--- src/rtl/rps_pkg.sv ---
`timescale 1ns/1ps
package rps_pkg;
   localparam int REG_W  = 16;
   localparam int B_CCS  = 0;
   localparam int B_CSC  = 1;
   localparam int B_EN   = 2;
   localparam int B_ENC  = 3;
   localparam int B_LN0  = 4;
   localparam int B_RD   = 6;
   localparam int B_ONE  = 7;
   localparam int B_LOW  = 8;
   localparam int B_RST  = 9;
   localparam int B_OC   = 10;
   localparam int B_OCC  = 11;
   localparam int B_SUSP = 12;
   localparam int N_FLAG = 3;

   // low-speed bit time is 1/1500 kHz; round the tail up to whole clocks
   function automatic int eop_cycles(input int clk_khz, input int bits);
      return (bits * clk_khz + 1499) / 1500;
   endfunction
endpackage

--- src/rtl/rps_change_flag.sv ---
`timescale 1ns/1ps
module rps_change_flag (
   input  logic clk,
   input  logic rst_n,
   input  logic set_evt,
   input  logic clr_req,
   output logic flag
);
   // a hardware event outranks an acknowledge in the same cycle
   always_ff @(posedge clk) begin
      if (!rst_n)        flag <= 1'b0;
      else if (set_evt)  flag <= 1'b1;
      else if (clr_req)  flag <= 1'b0;
   end
endmodule

--- src/rtl/rps_eop_timer.sv ---
`timescale 1ns/1ps
module rps_eop_timer #(
   parameter int CYC = 12
) (
   input  logic clk,
   input  logic rst_n,
   input  logic start,
   input  logic abort,
   output logic busy,
   output logic done
);
   localparam int CW = $clog2(CYC + 1);
   logic [CW-1:0] cnt;

   generate
      if (CYC < 1) begin : g_bad
         $error("rps_eop_timer: CYC must be at least 1");
      end
   endgenerate

   always_ff @(posedge clk) begin
      if (!rst_n || abort)   cnt <= '0;
      else if (start)        cnt <= CW'(CYC);
      else if (cnt != '0)    cnt <= cnt - 1'b1;
   end

   assign busy = (cnt != '0);
   assign done = (cnt == CW'(1)) && !abort;
endmodule

--- src/rtl/rport_stat_ctl.sv ---
`timescale 1ns/1ps
module rport_stat_ctl #(
   parameter int CLK_KHZ  = 6000,
   parameter int EOP_BITS = 3
) (
   input  logic        clk,
   input  logic        rst_n,
   input  logic        wr_en,
   input  logic [15:0] wr_data,
   output logic [15:0] rd_data,
   input  logic        dev_attach,
   input  logic        dev_lowspeed,
   input  logic [1:0]  line_state,
   input  logic        ovc_in,
   input  logic        wake_req,
   output logic        drv_reset,
   output logic        drv_resume,
   output logic        drv_eop
);
   import rps_pkg::*;

   localparam int EOP_CYC = eop_cycles(CLK_KHZ, EOP_BITS);

   generate
      if (CLK_KHZ < 1500) begin : g_slow
         $error("rport_stat_ctl: clock must be at least 1.5 MHz");
      end
      if (EOP_BITS < 1) begin : g_nobits
         $error("rport_stat_ctl: EOP_BITS must be positive");
      end
   endgenerate

   logic       ccs_q, ovc_q, low_q, pe_q, pr_q, rd_q, susp_q;
   logic [1:0] line_q;
   logic       ccs_fall, rst_on, rst_off, kill, hw_dis;
   logic       tail_busy, tail_done, tail_start, pe_d;
   logic [N_FLAG-1:0] set_v, clr_v, flag_v;

   // reserved and read-only positions are ignored on write
   logic unused_wr;
   assign unused_wr = ^{wr_data[15:13], wr_data[B_OC], wr_data[B_LOW],
                        wr_data[B_ONE], wr_data[5:4], wr_data[B_CCS]};

   assign ccs_fall = ccs_q & ~dev_attach;
   assign rst_on   = wr_en & wr_data[B_RST];
   assign rst_off  = pr_q & wr_en & ~wr_data[B_RST];
   assign kill     = ccs_fall | (wr_en & (wr_data[B_RST] | ~wr_data[B_EN]));
   assign hw_dis   = pe_q & (rst_on | ccs_fall);

   always_comb begin
      if (rst_on || ccs_fall) pe_d = 1'b0;
      else if (wr_en)         pe_d = wr_data[B_EN] & ccs_q;
      else                    pe_d = pe_q;
   end

   // flag order: 0 connect, 1 enable, 2 overcurrent
   assign set_v[0] = (dev_attach ^ ccs_q) | rst_off;
   assign set_v[1] = hw_dis;
   assign set_v[2] = ovc_in ^ ovc_q;
   assign clr_v[0] = wr_en & wr_data[B_CSC];
   assign clr_v[1] = wr_en & wr_data[B_ENC];
   assign clr_v[2] = wr_en & wr_data[B_OCC];

   generate
      for (genvar g = 0; g < N_FLAG; g++) begin : g_flag
         rps_change_flag u_flag (
            .clk     (clk),
            .rst_n   (rst_n),
            .set_evt (set_v[g]),
            .clr_req (clr_v[g]),
            .flag    (flag_v[g])
         );
      end
   endgenerate

   assign tail_start = rd_q & ~tail_busy & ~kill & wr_en & ~wr_data[B_RD];

   rps_eop_timer #(.CYC(EOP_CYC)) u_tail (
      .clk   (clk),
      .rst_n (rst_n),
      .start (tail_start),
      .abort (kill),
      .busy  (tail_busy),
      .done  (tail_done)
   );

   always_ff @(posedge clk) begin
      if (!rst_n) begin
         ccs_q  <= 1'b0;
         ovc_q  <= 1'b0;
         low_q  <= 1'b0;
         line_q <= 2'b00;
         pe_q   <= 1'b0;
         pr_q   <= 1'b0;
      end else begin
         ccs_q  <= dev_attach;
         ovc_q  <= ovc_in;
         low_q  <= dev_lowspeed;
         line_q <= line_state;
         pe_q   <= pe_d;
         if (wr_en) pr_q <= wr_data[B_RST];
      end
   end

   always_ff @(posedge clk) begin
      if (!rst_n) begin
         rd_q   <= 1'b0;
         susp_q <= 1'b0;
      end else if (kill) begin
         rd_q   <= 1'b0;
         susp_q <= 1'b0;
      end else begin
         if (wr_en && pe_q) susp_q <= wr_data[B_SUSP];
         if (tail_done)
            rd_q <= 1'b0;
         else if (!rd_q && pe_q &&
                  ((wr_en && wr_data[B_RD]) || (!wr_en && susp_q && wake_req)))
            rd_q <= 1'b1;
      end
   end

   always_comb begin
      rd_data          = '0;
      rd_data[B_CCS]   = ccs_q;
      rd_data[B_CSC]   = flag_v[0];
      rd_data[B_EN]    = pe_q;
      rd_data[B_ENC]   = flag_v[1];
      rd_data[5:4]     = line_q;
      rd_data[B_RD]    = rd_q;
      rd_data[B_ONE]   = 1'b1;
      rd_data[B_LOW]   = low_q;
      rd_data[B_RST]   = pr_q;
      rd_data[B_OC]    = ovc_q;
      rd_data[B_OCC]   = flag_v[2];
      rd_data[B_SUSP]  = susp_q;
   end

   assign drv_reset  = pr_q;
   assign drv_eop    = tail_busy;
   assign drv_resume = rd_q & ~tail_busy;
endmodule

--- config.mk ---
export PLATFORM = sky130hd
export DESIGN_NAME = rport_stat_ctl
export DESIGN_NICKNAME = d
export VERILOG_FILES = /design/src/rtl/rps_pkg.sv /design/src/rtl/rps_change_flag.sv /design/src/rtl/rps_eop_timer.sv /design/src/rtl/rport_stat_ctl.sv
export SDC_FILE = /design/constraint.sdc
export NUM_CORES = 1
export LEC_CHECK = 0
export BUFFER_PORTS_ARGS = -buffer_cell sky130_fd_sc_hd__buf_2
export CAP_MARGIN = 30
export CORE_MARGIN = 8
export CORE_UTILIZATION = 39
export DETAILED_ROUTE_END_ITERATION = 7
export MAX_ROUTING_LAYER = met4
export PLACE_DENSITY = 0.75
export SLEW_MARGIN = 5
export SYNTH_ARGS = -nofsm -noshare
export SYNTH_HDL_FRONTEND = slang
export SYNTH_SLANG_ARGS = --single-unit
--- constraint.sdc ---
create_clock -name clk -period 2.7 [get_ports clk]
set_clock_uncertainty 0.1 [all_clocks]
set_input_delay 0 -clock clk [delete_from_list [all_inputs] [get_ports clk]]
set_output_delay 0 -clock clk [all_outputs]
set_load 0.05 [all_outputs]
==> summary.txt, run 1 <==
Yosys
  • Sequential fraction of the synthesis area: 0.377
  • Synthesized cell area: between 800 and 900 µm²
  • Cells after Synth: 93
  • Synth Register Bits: 16
  • Yosys cell types: 33
  • Syn avg cell area: between 9 and 10 µm²
  • Yosys Warn Count: 0

Timing
  • Tmin final: 1.92 ns
  • Period utilization: 0.712
  • Max Slew Vio Count: 0
  • Fmax: 520 MHz
  • RSZ-0062 raised after global routing: no
  • Setup ws final: 0.778 ns
  • Setup Viol. Count Final: 0
  • Setup TNS: 0 ns
  • Final hold vios: 0

Setup path
  • Reg2Reg Capture Point: g_flag[1].u_flag.flag
  • Worst R2R Start: ccs_q
  • CP Max Fanout: 5
  • Cells on worst reg2reg path: 5
  • Worst Path Arrival: 1.82 ns
  • Reg2reg setup slack: 0.98 ns
  • Crit start category: register
  • Worst setup EP type: output pin
  • Crit path kind: register to output pin
  • Critical Path RT: 2.60 ns

Layout
  • Layout cells sized above 1: 0.328
  • Net count, final: roughly 160
  • Area grow syn2layout: 36.8%
  • Filler instances: 196
  • Design area: 1160 µm²
  • Finished Layout Cells: 162
  • Number of diodes: 0

Floorplanning
  • Die Span X: 62.7 µm
  • Die height: 62.7 µm
  • Core ar.: 2130 µm²
  • Die ar.: between 3000 and 4000 µm²
  • Starting density of the core: 0.399
  • FP Rows: 17
  • I/O Pins: 44

Hold path
  • Min-Delay Startpoint: wr_data[2]
  • HP Class: input pin to register
  • Hold EP: u_tail.cnt[2]
  • Hold depth: 4

Drt
  • Vias post-DR: 732
  • Routed wire length: between 2000 and 2500 µm
  • Via density: ~4.5
  • First-pass DRT Iterations: 2
  • Avg WL per Cell: 12.5 µm
  • DR iter-0 viols: 6
  • Final ANT Viol Nets: 0
  • Drt drc: 0

CTS
  • Reg clk slew, reported paths: 0.10 ns
  • Num CTS Buffers: 3
  • Post-cts hold buffer count: 20
  • Clock root cell: clkbuf_4
  • CTS tree: done
  • H-tree depth: 1
  • Post_cts resized: 0
  • Clock buffer depth: 2
  • Post-CTS Setup Inserts: 0
  • CTS sink count: 16
  • Clk_lat worst skew: around 0.29 ns

GRT
  • First-pass GRT wire length: about 3300 µm
  • Met3 Use GR: 0.0233
  • Largest net degree at the start of global routing: 13
  • GRT Util Overall: 0.105
  • Busiest grt layer: met2
  • Number of global-route vias before repair: 810
  • Initial antenna violation count: 0
  • GR Util met1: 0.0931
  • Congestion Overflow GR: 0
  • GR Layer Usage met2: 0.207

Placement
  • Number of buffers added on ports: 30
  • Pre-CTS setup slack: 1.11 ns
  • Dpl cell area: 926 µm²
  • Final HPWL DP: 1420 µm
  • Gp weighted congestion: about 0.74
  • Post-Place Cells: approximately 140

Pwr
  • Max rail drop VDD: between 0.4 and 0.5 mV
  • Power per Cell Area: 746 nW/µm²
  • Total power: 0.867 mW
  • LEAKAGE: 0.561 nW

Status
  • Status: completed

Run
  • Max Cap Violations: 0
[cell families after synthesis]
kind of cell | count (synthesis) | synth area share
AO/OA/AOI/OAI | 16 | 0.133
XOR/XNOR | 2 | 0.0206
adder cells (fa/ha/maj) | 3 | 0.0442
buffers and inverters | 23 | 0.172
flip-flops | 16 | 0.377
multiplexers | 2 | 0.0236
other | 2 | 0.00884
AND/OR/NAND/NOR | 29 | 0.221
[stage by stage]
stage,hold slack [ns],util
2_1_floorplan,0.0217,-
3_3_place_gp,0.107,0.435
3_5_place_dp,0.116,0.435
4_1_cts,0.0264,0.546
5_1_grt,0.0391,0.546
6_report,0.0146,0.546
[worst max-delay path: stages, from the launching register on]
cell,delay (ns)
dfxtp_1,0.34
inv_1,0.08
ha_1,0.22
nor3b_1,0.43
inv_1,0.10
nor2_1,0.09
buf_2,0.26
[power breakdown]
part           switching (mW)  internal, mW
registers              0.0261         0.266
clock network          0.0822        0.0822
logic                   0.254         0.156
total                   0.362         0.505
[cell type report]
| type | count | area, µm² | share of cell area |
|---|---|---|---|
| inverters | 8 | 30.0 | 0.0258 |
| well taps | 28 | 35.0 | 0.0301 |
| flip-flops and latches | 16 | 320 | 0.276 |
| clock buffers | 4 | 36.3 | 0.0312 |
| multi-input cells | 56 | 390 | 0.336 |
| repair buffers | 50 | 350 | 0.301 |
[cell usage in the layout, fill, tap and decap left out, types with 2 or more instances in the layout]
cell,instances
a21oi_1,6
and2_1,5
buf_2,30
clkbuf_4,3
conb_1,4
dfxtp_1,16
dlygate4sd3_1,20
ha_1,3
inv_1,7
mux2i_1,2
nand2_1,5
nor2_1,7
nor3_1,2
o211ai_1,2
or2_2,2
[cell usage after synthesis, drive strengths merged]
master    n  share of area
a211o     1          0.012
a211oi    1          0.015
a21o      1         0.0088
a21oi     6          0.035
a221oi    1          0.010
a22oi     1         0.0088
a2bb2oi   1          0.010
and2      6          0.046
and3b     1          0.012
buf      15           0.14
conb      2         0.0088
dfxtp    16           0.38
ha        3          0.044
inv       8          0.035
mux2i     2          0.024
nand2     5          0.022
nand2b    2          0.024
nand3     1         0.0059
nand4bb   1          0.032
nor2      7          0.031
nor3      2          0.012
nor3b     1         0.0088
o211ai    2          0.018
o21a      1         0.0088
o21ai     1         0.0059
or2       2          0.015
or4       1          0.013
xnor2     1          0.010
xor2      1          0.010
[worst max-delay path by stage]
stage | slack, ns | to | start | cells past startpoint
after floorplan | 0.63 | drv_resume | u_tail.cnt[0] | 5
after global placement | 1.12 | drv_resume | u_tail.cnt[0] | 6
after detailed placement | 1.11 | drv_resume | u_tail.cnt[0] | 6
after CTS | 0.78 | drv_resume | u_tail.cnt[0] | 6
after global routing | 0.62 | drv_resume | u_tail.cnt[0] | 6
final | 0.78 | drv_resume | u_tail.cnt[1] | 6
[sequential cells by signal, indices dropped and copies added (netlist names)]
name	cells
u_tail.cnt	4
g_flag.u_flag.flag	3
line_q	2
ccs_q	1
drv_reset	1
low_q	1
ovc_q	1
pe_q	1
rd_q	1
susp_q	1
[metal layers]
layer	part of all wire	vias up
met4	0.012	0
li1	-	370
met1	0.40	336
met3	0.039	3
met5	0	-
met2	0.55	23
Note: power is estimated with default switching activity, not from simulation.
==> inputs of run 2 (changes only) <==
--- a/config.mk
+++ b/config.mk
@@ -11,7 +11,7 @@
 export CORE_UTILIZATION = 39
 export DETAILED_ROUTE_END_ITERATION = 7
 export MAX_ROUTING_LAYER = met4
-export PLACE_DENSITY = 0.75
+export PLACE_DENSITY = 0.77
 export SLEW_MARGIN = 5
 export SYNTH_ARGS = -nofsm -noshare
 export SYNTH_HDL_FRONTEND = slang
==> constraint.sdc (replaced) <==
create_clock -name clk -period 1.6 [get_ports clk]
set_clock_uncertainty 0.1 [all_clocks]
set_input_delay 0 -clock clk [delete_from_list [all_inputs] [get_ports clk]]
set_output_delay 0 -clock clk [all_outputs]
set_load 0.05 [all_outputs]
==> summary.txt, run 2 (synthesis gave the netlist of run 1 again) <==
Drt
  • Final ANT Viol Nets: 0 (unchanged)
  • DR iter-0 viols: 5 (-1)
  • Vias post-DR: 717 (-2.0%)
  • Highest metal used: met4
  • Met3 WL: 100 µm (+27%)
  • Avg WL per Cell: 12.5 µm (-0.67%)
  • Met1 Wirelength: 781 µm (-3.1%)
  • First-pass DRT Iterations: 4 (+2)
  • Routed wire length: 2010 µm (-1.3%)
  • Drt drc: 0 (unchanged)
  • Via density: 4.45 (-1.4%)
  • Routed met2 length: 1110 µm (-1.3%)

GRT
  • Largest net degree at the start of global routing: 12 (-1)
  • Congestion Overflow GR: 0 (unchanged)
  • First-pass GRT wire length: 3260 µm (-1.7%)
  • GRT Util Overall: 0.103 (-0.00117)
  • Initial antenna violation count: 0 (unchanged)
  • Number of global-route vias before repair: 741 (-8.5%)

Timing
  • Max Slew Vio Count: 0 (unchanged)
  • Tmin final: between 1.5 and 2 ns
  • Setup TNS: 0 ns (unchanged)
  • Fmax: 663 MHz
  • Hold_ws: -0.00829 ns (-0.0229 ns)
  • Setup Viol. Count Final: 0 (unchanged)
  • Period utilization: 0.943
  • RSZ-0062 raised after global routing: no
  • Final hold vios: 1 (+1)

CTS
  • Num CTS Buffers: 3 (unchanged)
  • Clock buffer depth: 2 (unchanged)
  • CTS tree: done
  • H-tree depth: 1 (unchanged)
  • Clock root cell: clkbuf_4
  • Clk_lat worst skew: 0.29 ns (about the same)
  • CTS sink count: 16 (unchanged)
  • Reg clk slew, reported paths: 0.09 ns (about the same)

Pwr
  • LEAKAGE: 0.558 nW (-0.54%)
  • Comb power frac: 0.548 (+0.074)
  • NetSw: 0.652 mW (+80%)
  • Clock group share of total power: 0.134 (-0.056)
  • Power per Cell Area: 1330 nW/µm² (+78%)
  • Max rail drop VDD: 1.06 mV (+130%)
  • Internal power: 0.924 mW (+83%)
  • Register share of total power: 0.318 (-0.019)
  • Switching Share: 0.414 (-0.00413)

Layout
  • Number of diodes: 0 (unchanged)
  • Layout cells sized above 1: 0.383 (+0.0551)
  • Largest Register: u_tail.cnt
  • Largest regs: u_tail.cnt (4), g_flag.u_flag.flag (3), line_q (2)
  • Net count, final: 163 (unchanged)
  • Filler instances: 192 (-2.0%)
  • Finished Layout Cells: 161 (-0.62%)
  • Most frequent cells in the layout: buf_2, dlygate4sd3_1, dfxtp_1
  • Area grow syn2layout: 39.8%
  • Largest register FFs: 4 (unchanged)
  • Commonest non-fill, non-tap cell in the layout: buf_2

Placement
  • Post-Place Cells: 139 (+0.72%)
  • Number of buffers added on ports: 30 (unchanged)
  • Final HPWL DP: 1420 µm (+0.35%)
  • Gp weighted congestion: 0.684 (-7.8%)

Setup path
  • Crit start category: register
  • Worst Path Arrival: 1.62 ns (-0.20 ns)
  • CP Max Fanout: 4 (-1)
  • Crit path kind: register to register
  • Critical Path RT: 1.72 ns (-0.88 ns)
  • Worst setup EP type: register

Status
  • Failing checks: negative hold slack
  • Status: finished, violations left

Run
  • Max Cap Violations: 0 (unchanged)

Floorplanning
  • I/O Pins: 44 (unchanged)
  • Core ar.: 2130 µm² (unchanged)
  • Die height: 62.7 µm (unchanged)
  • Die ar.: 3930 µm² (unchanged)
  • Starting density of the core: 0.399 (unchanged)
  • FP Rows: 17 (unchanged)
  • Die Span X: 62.7 µm (unchanged)

Hold path
  • HP Class: input pin to register
-- run 2: power groups by stage --
stage	Sequential (mW)	Clock [mW]	Combinational, mW
6_report	0.500	0.211	0.864
5_1_grt	0.507	0.234	0.940
4_1_cts	0.498	0.214	0.825
3_5_place_dp	0.504	0	0.691
3_3_place_gp	0.499	0	0.677
2_1_floorplan	0.508	0	0.576
-- run 2: path summary, 6_finish.rpt --
check        cells past startpoint  slack, ns                     to        from
max                              4       0.09          u_tail.cnt[3]       ccs_q
max reg2reg                      4       0.09          u_tail.cnt[3]       ccs_q
min                              4     -0.008  g_flag[0].u_flag.flag  wr_data[1]
min reg2reg                      2       0.37                 susp_q      susp_q
-- run 2: critical path, cell delays in order, from the launching register on --
cell       delay [ns]
dfxtp_1          0.33
ha_2             0.19
nand4bb_4        0.22
or4_4            0.43
a211oi_2         0.17
-- run 2: area by class of cell --
type	count	area (µm²)	area share
clock buffer	3	22.5	0.0190
inverter	8	30.0	0.0253
multi-input combinational	56	424	0.357
sequential	16	322	0.271
tap	28	35.0	0.0295
timing repair buffer	50	354	0.298
-- run 2: stage by stage --
| step | setup slack (ns) | area [µm²] | hold WS [ns] | power (mW) | utilization |
|---|---|---|---|---|---|
| 2_1_floorplan | 0.142 | 870 | 0.0217 | 1.08 | - |
| 3_3_place_gp | 0.0811 | 946 | 0.107 | 1.18 | 0.445 |
| 3_5_place_dp | 0.0701 | 946 | 0.111 | 1.20 | 0.445 |
| 4_1_cts | 0.0112 | 1170 | 0.0000729 | 1.54 | 0.551 |
| 5_1_grt | 0.0127 | 1190 | 0.0416 | 1.68 | 0.558 |
| 6_report | 0.0916 | 1190 | -0.00829 | 1.58 | 0.558 |
-- run 2: layer usage --
layer / vias up / track usage
met5: - / -
li1: 369 / -
met3: 3 / 0.0341
met2: 23 / 0.199
met1: 322 / 0.0950
met4: 0 / 0.0256
-- run 2: timing repair --
item	in CTS	in global routing
pin swaps	0	0
hold buffers	18	0
setup endpoints to repair	2	5
setup buffers	1	0
resized for setup	4	4
endpoints found under the hold margin	10	0
==> inputs of run 3 (changes only) <==
--- a/config.mk
+++ b/config.mk
@@ -5,13 +5,14 @@
 export SDC_FILE = /design/constraint.sdc
 export NUM_CORES = 1
 export LEC_CHECK = 0
-export BUFFER_PORTS_ARGS = -buffer_cell sky130_fd_sc_hd__buf_2
 export CAP_MARGIN = 30
 export CORE_MARGIN = 8
 export CORE_UTILIZATION = 39
 export DETAILED_ROUTE_END_ITERATION = 7
+export DONT_BUFFER_PORTS = 1
 export MAX_ROUTING_LAYER = met4
-export PLACE_DENSITY = 0.77
+export PLACE_DENSITY = 0.59
+export RECOVER_POWER = 100
 export SLEW_MARGIN = 5
 export SYNTH_ARGS = -nofsm -noshare
 export SYNTH_HDL_FRONTEND = slang
==> summary.txt, run 3 (synthesis gave the netlist of run 1 again) <==
Status
  • Status: completed

GRT
  • Congestion Overflow GR: 0 (unchanged)
  • Initial antenna violation count: 0 (unchanged)
  • First-pass GRT wire length: 3130 µm (-4.2%)
  • Number of global-route vias before repair: 664 (-10%)
  • GRT Util Overall: 0.101 (-0.00283)
  • Largest net degree at the start of global routing: 10 (-2)

Drt
  • Vias post-DR: 655 (-8.6%)
  • Avg WL per Cell: 13.3 µm (+6.5%)
  • Final ANT Viol Nets: 0 (unchanged)
  • First-pass DRT Iterations: 4 (unchanged)
  • Drt drc: 0 (unchanged)
  • Via density: 4.68 (+5.1%)
  • DR iter-0 viols: 19 (+14)
  • Routed wire length: 1860 µm (-7.4%)

Layout
  • Design area: 1100 µm² (-7.4%)
  • Commonest non-fill, non-tap cell in the layout: dlygate4sd3_1
  • Number of diodes: 0 (unchanged)
  • Largest register FFs: 4 (unchanged)
  • Largest Register: u_tail.cnt
  • Layout cells sized above 1: 0.286 (-0.0977)
  • Net count, final: 141 (-13%)
  • Area grow syn2layout: 29.5%
  • Most frequent cells in the layout: dlygate4sd3_1, dfxtp_1, nor2_1, a21oi_1
  • Largest regs: u_tail.cnt (4), g_flag.u_flag.flag (3), line_q (2)
  • Finished Layout Cells: 140 (-13%)

CTS
  • Clock root cell: clkbuf_4
  • Clock buffer depth: 2 (unchanged)
  • CTS tree: done
  • Clk_lat worst skew: 0.29 ns (about the same)
  • Reg clk slew, reported paths: 0.10 ns (about the same)
  • H-tree depth: 1 (unchanged)
  • Num CTS Buffers: 3 (unchanged)
  • CTS sink count: 16 (unchanged)

Timing
  • Max Slew Vio Count: 0 (unchanged)
  • Hold_ws: 0.0117 ns (+0.0200 ns)
  • Relative slew margins: 0.564
  • Final hold vios: 0 (-1)
  • Tmin final: 1.52 ns (+0.00667 ns)
  • Period utilization: 0.947 (+0.00417)
  • Worst-Margin Slew: between 0.6 and 0.7 ns
  • RSZ-0062 raised after global routing: yes
  • Setup Viol. Count Final: 0 (unchanged)
  • Fmax: 660 MHz (-0.44%)
  • Setup TNS: 0 ns (unchanged)

Pwr
  • Switching Share: 0.405 (-0.00942)
  • NetSw: 0.653 mW (+0.15%)
  • Power per Cell Area: 1470 nW/µm² (+11%)
  • Clock group share of total power: 0.165 (+0.031)
  • LEAKAGE: 0.445 nW (-20%)
  • Comb power frac: 0.511 (-0.037)
  • Max rail drop VDD: 1.11 mV (+4.5%)
  • Internal power: 0.962 mW (+4.1%)
  • Total power: 1.62 mW (+2.5%)
  • Register share of total power: 0.324 (+0.006)

Placement
  • Gp weighted congestion: 0.675 (-1.3%)
  • Post-Place Cells: 118 (-15%)
  • Final HPWL DP: 1330 µm (-6.2%)
  • Number of buffers added on ports: 0 (-100%)
  • Dpl cell area: 863 µm² (-8.7%)

Setup path
  • Crit path kind: register to register
  • Critical Path RT: 1.72 ns (about the same)
  • Worst Path Arrival: 1.64 ns (+0.02 ns)
  • Crit start category: register
  • CP Max Fanout: 3 (-1)
  • Worst setup EP type: register

Run
  • Max Cap Violations: 0 (unchanged)

Floorplanning
  • Die ar.: 3930 µm² (unchanged)
  • Core ar.: 2130 µm² (unchanged)
  • I/O Pins: 44 (unchanged)
  • Die Span X: 62.7 µm (unchanged)
  • FP Rows: 17 (unchanged)
  • Die height: 62.7 µm (unchanged)
  • Starting density of the core: 0.399 (unchanged)

Hold path
  • HP Class: input pin to register
==> run 3: layout make-up <==
type / count / area [µm²]
fill: 193 / 1030
multi-input combinational: 56 / 434
sequential: 16 / 325
timing repair buffer: 28 / 239
clock buffer: 4 / 36.3
tap: 28 / 35.0
inverter: 8 / 30.0
==> run 3: final timing paths <==
check                                           start               endpoint  slack (ns)  cells after the start
worst max-delay path                            ccs_q          u_tail.cnt[3]        0.08                      4
worst min-delay path                            wr_en                   rd_q        0.01                      3
worst max register to register                  ccs_q          u_tail.cnt[3]        0.08                      4
worst min register to register  g_flag[2].u_flag.flag  g_flag[2].u_flag.flag        0.39                      2
==> run 3: repair_timing <==
| item | 4_1_cts | 5_1_grt |
|---|---|---|
| setup buffers | 1 | 1 |
| hold buffers | 16 | 0 |
| pin swaps | 1 | 3 |
| resized for setup | 4 | 9 |
| setup endpoints to repair | 2 | 5 |
| cloned | 0 | 0 |
| endpoints found under the hold margin | 16 | 0 |
==> run 3: stage by stage <==
stage / utilization / worst slack [ns]
2_1_floorplan: - / 0.142
3_3_place_gp: 0.406 / 0.100
3_5_place_dp: 0.406 / 0.0588
4_1_cts: 0.511 / 0.0142
5_1_grt: 0.517 / 0.00114
6_report: 0.517 / 0.0849
==> run 3: routing by layer <==
layer	wire length, µm	vias up	track usage
li1	-	326	-
met1	771	310	0.0997
met2	958	15	0.169
met3	87	4	0.0323
met4	39	0	0.0598
met5	0	-	-
==> run 3: critical path: stages, from the launching register on <==
cell,delay [ns]
dfxtp_2,0.35
ha_4,0.16
nand4bb_4,0.21
or4_4,0.42
a211oi_2,0.21
==> run 3: power by group through the flow <==
stage | clock network (mW) | registers (mW) | logic, mW
floorplan | 0 | 0.508 | 0.576
finish | 0.267 | 0.524 | 0.825
global placement | 0 | 0.515 | 0.661
global route | 0.292 | 0.532 | 0.907
CTS | 0.272 | 0.515 | 0.828
detailed placement | 0 | 0.518 | 0.670
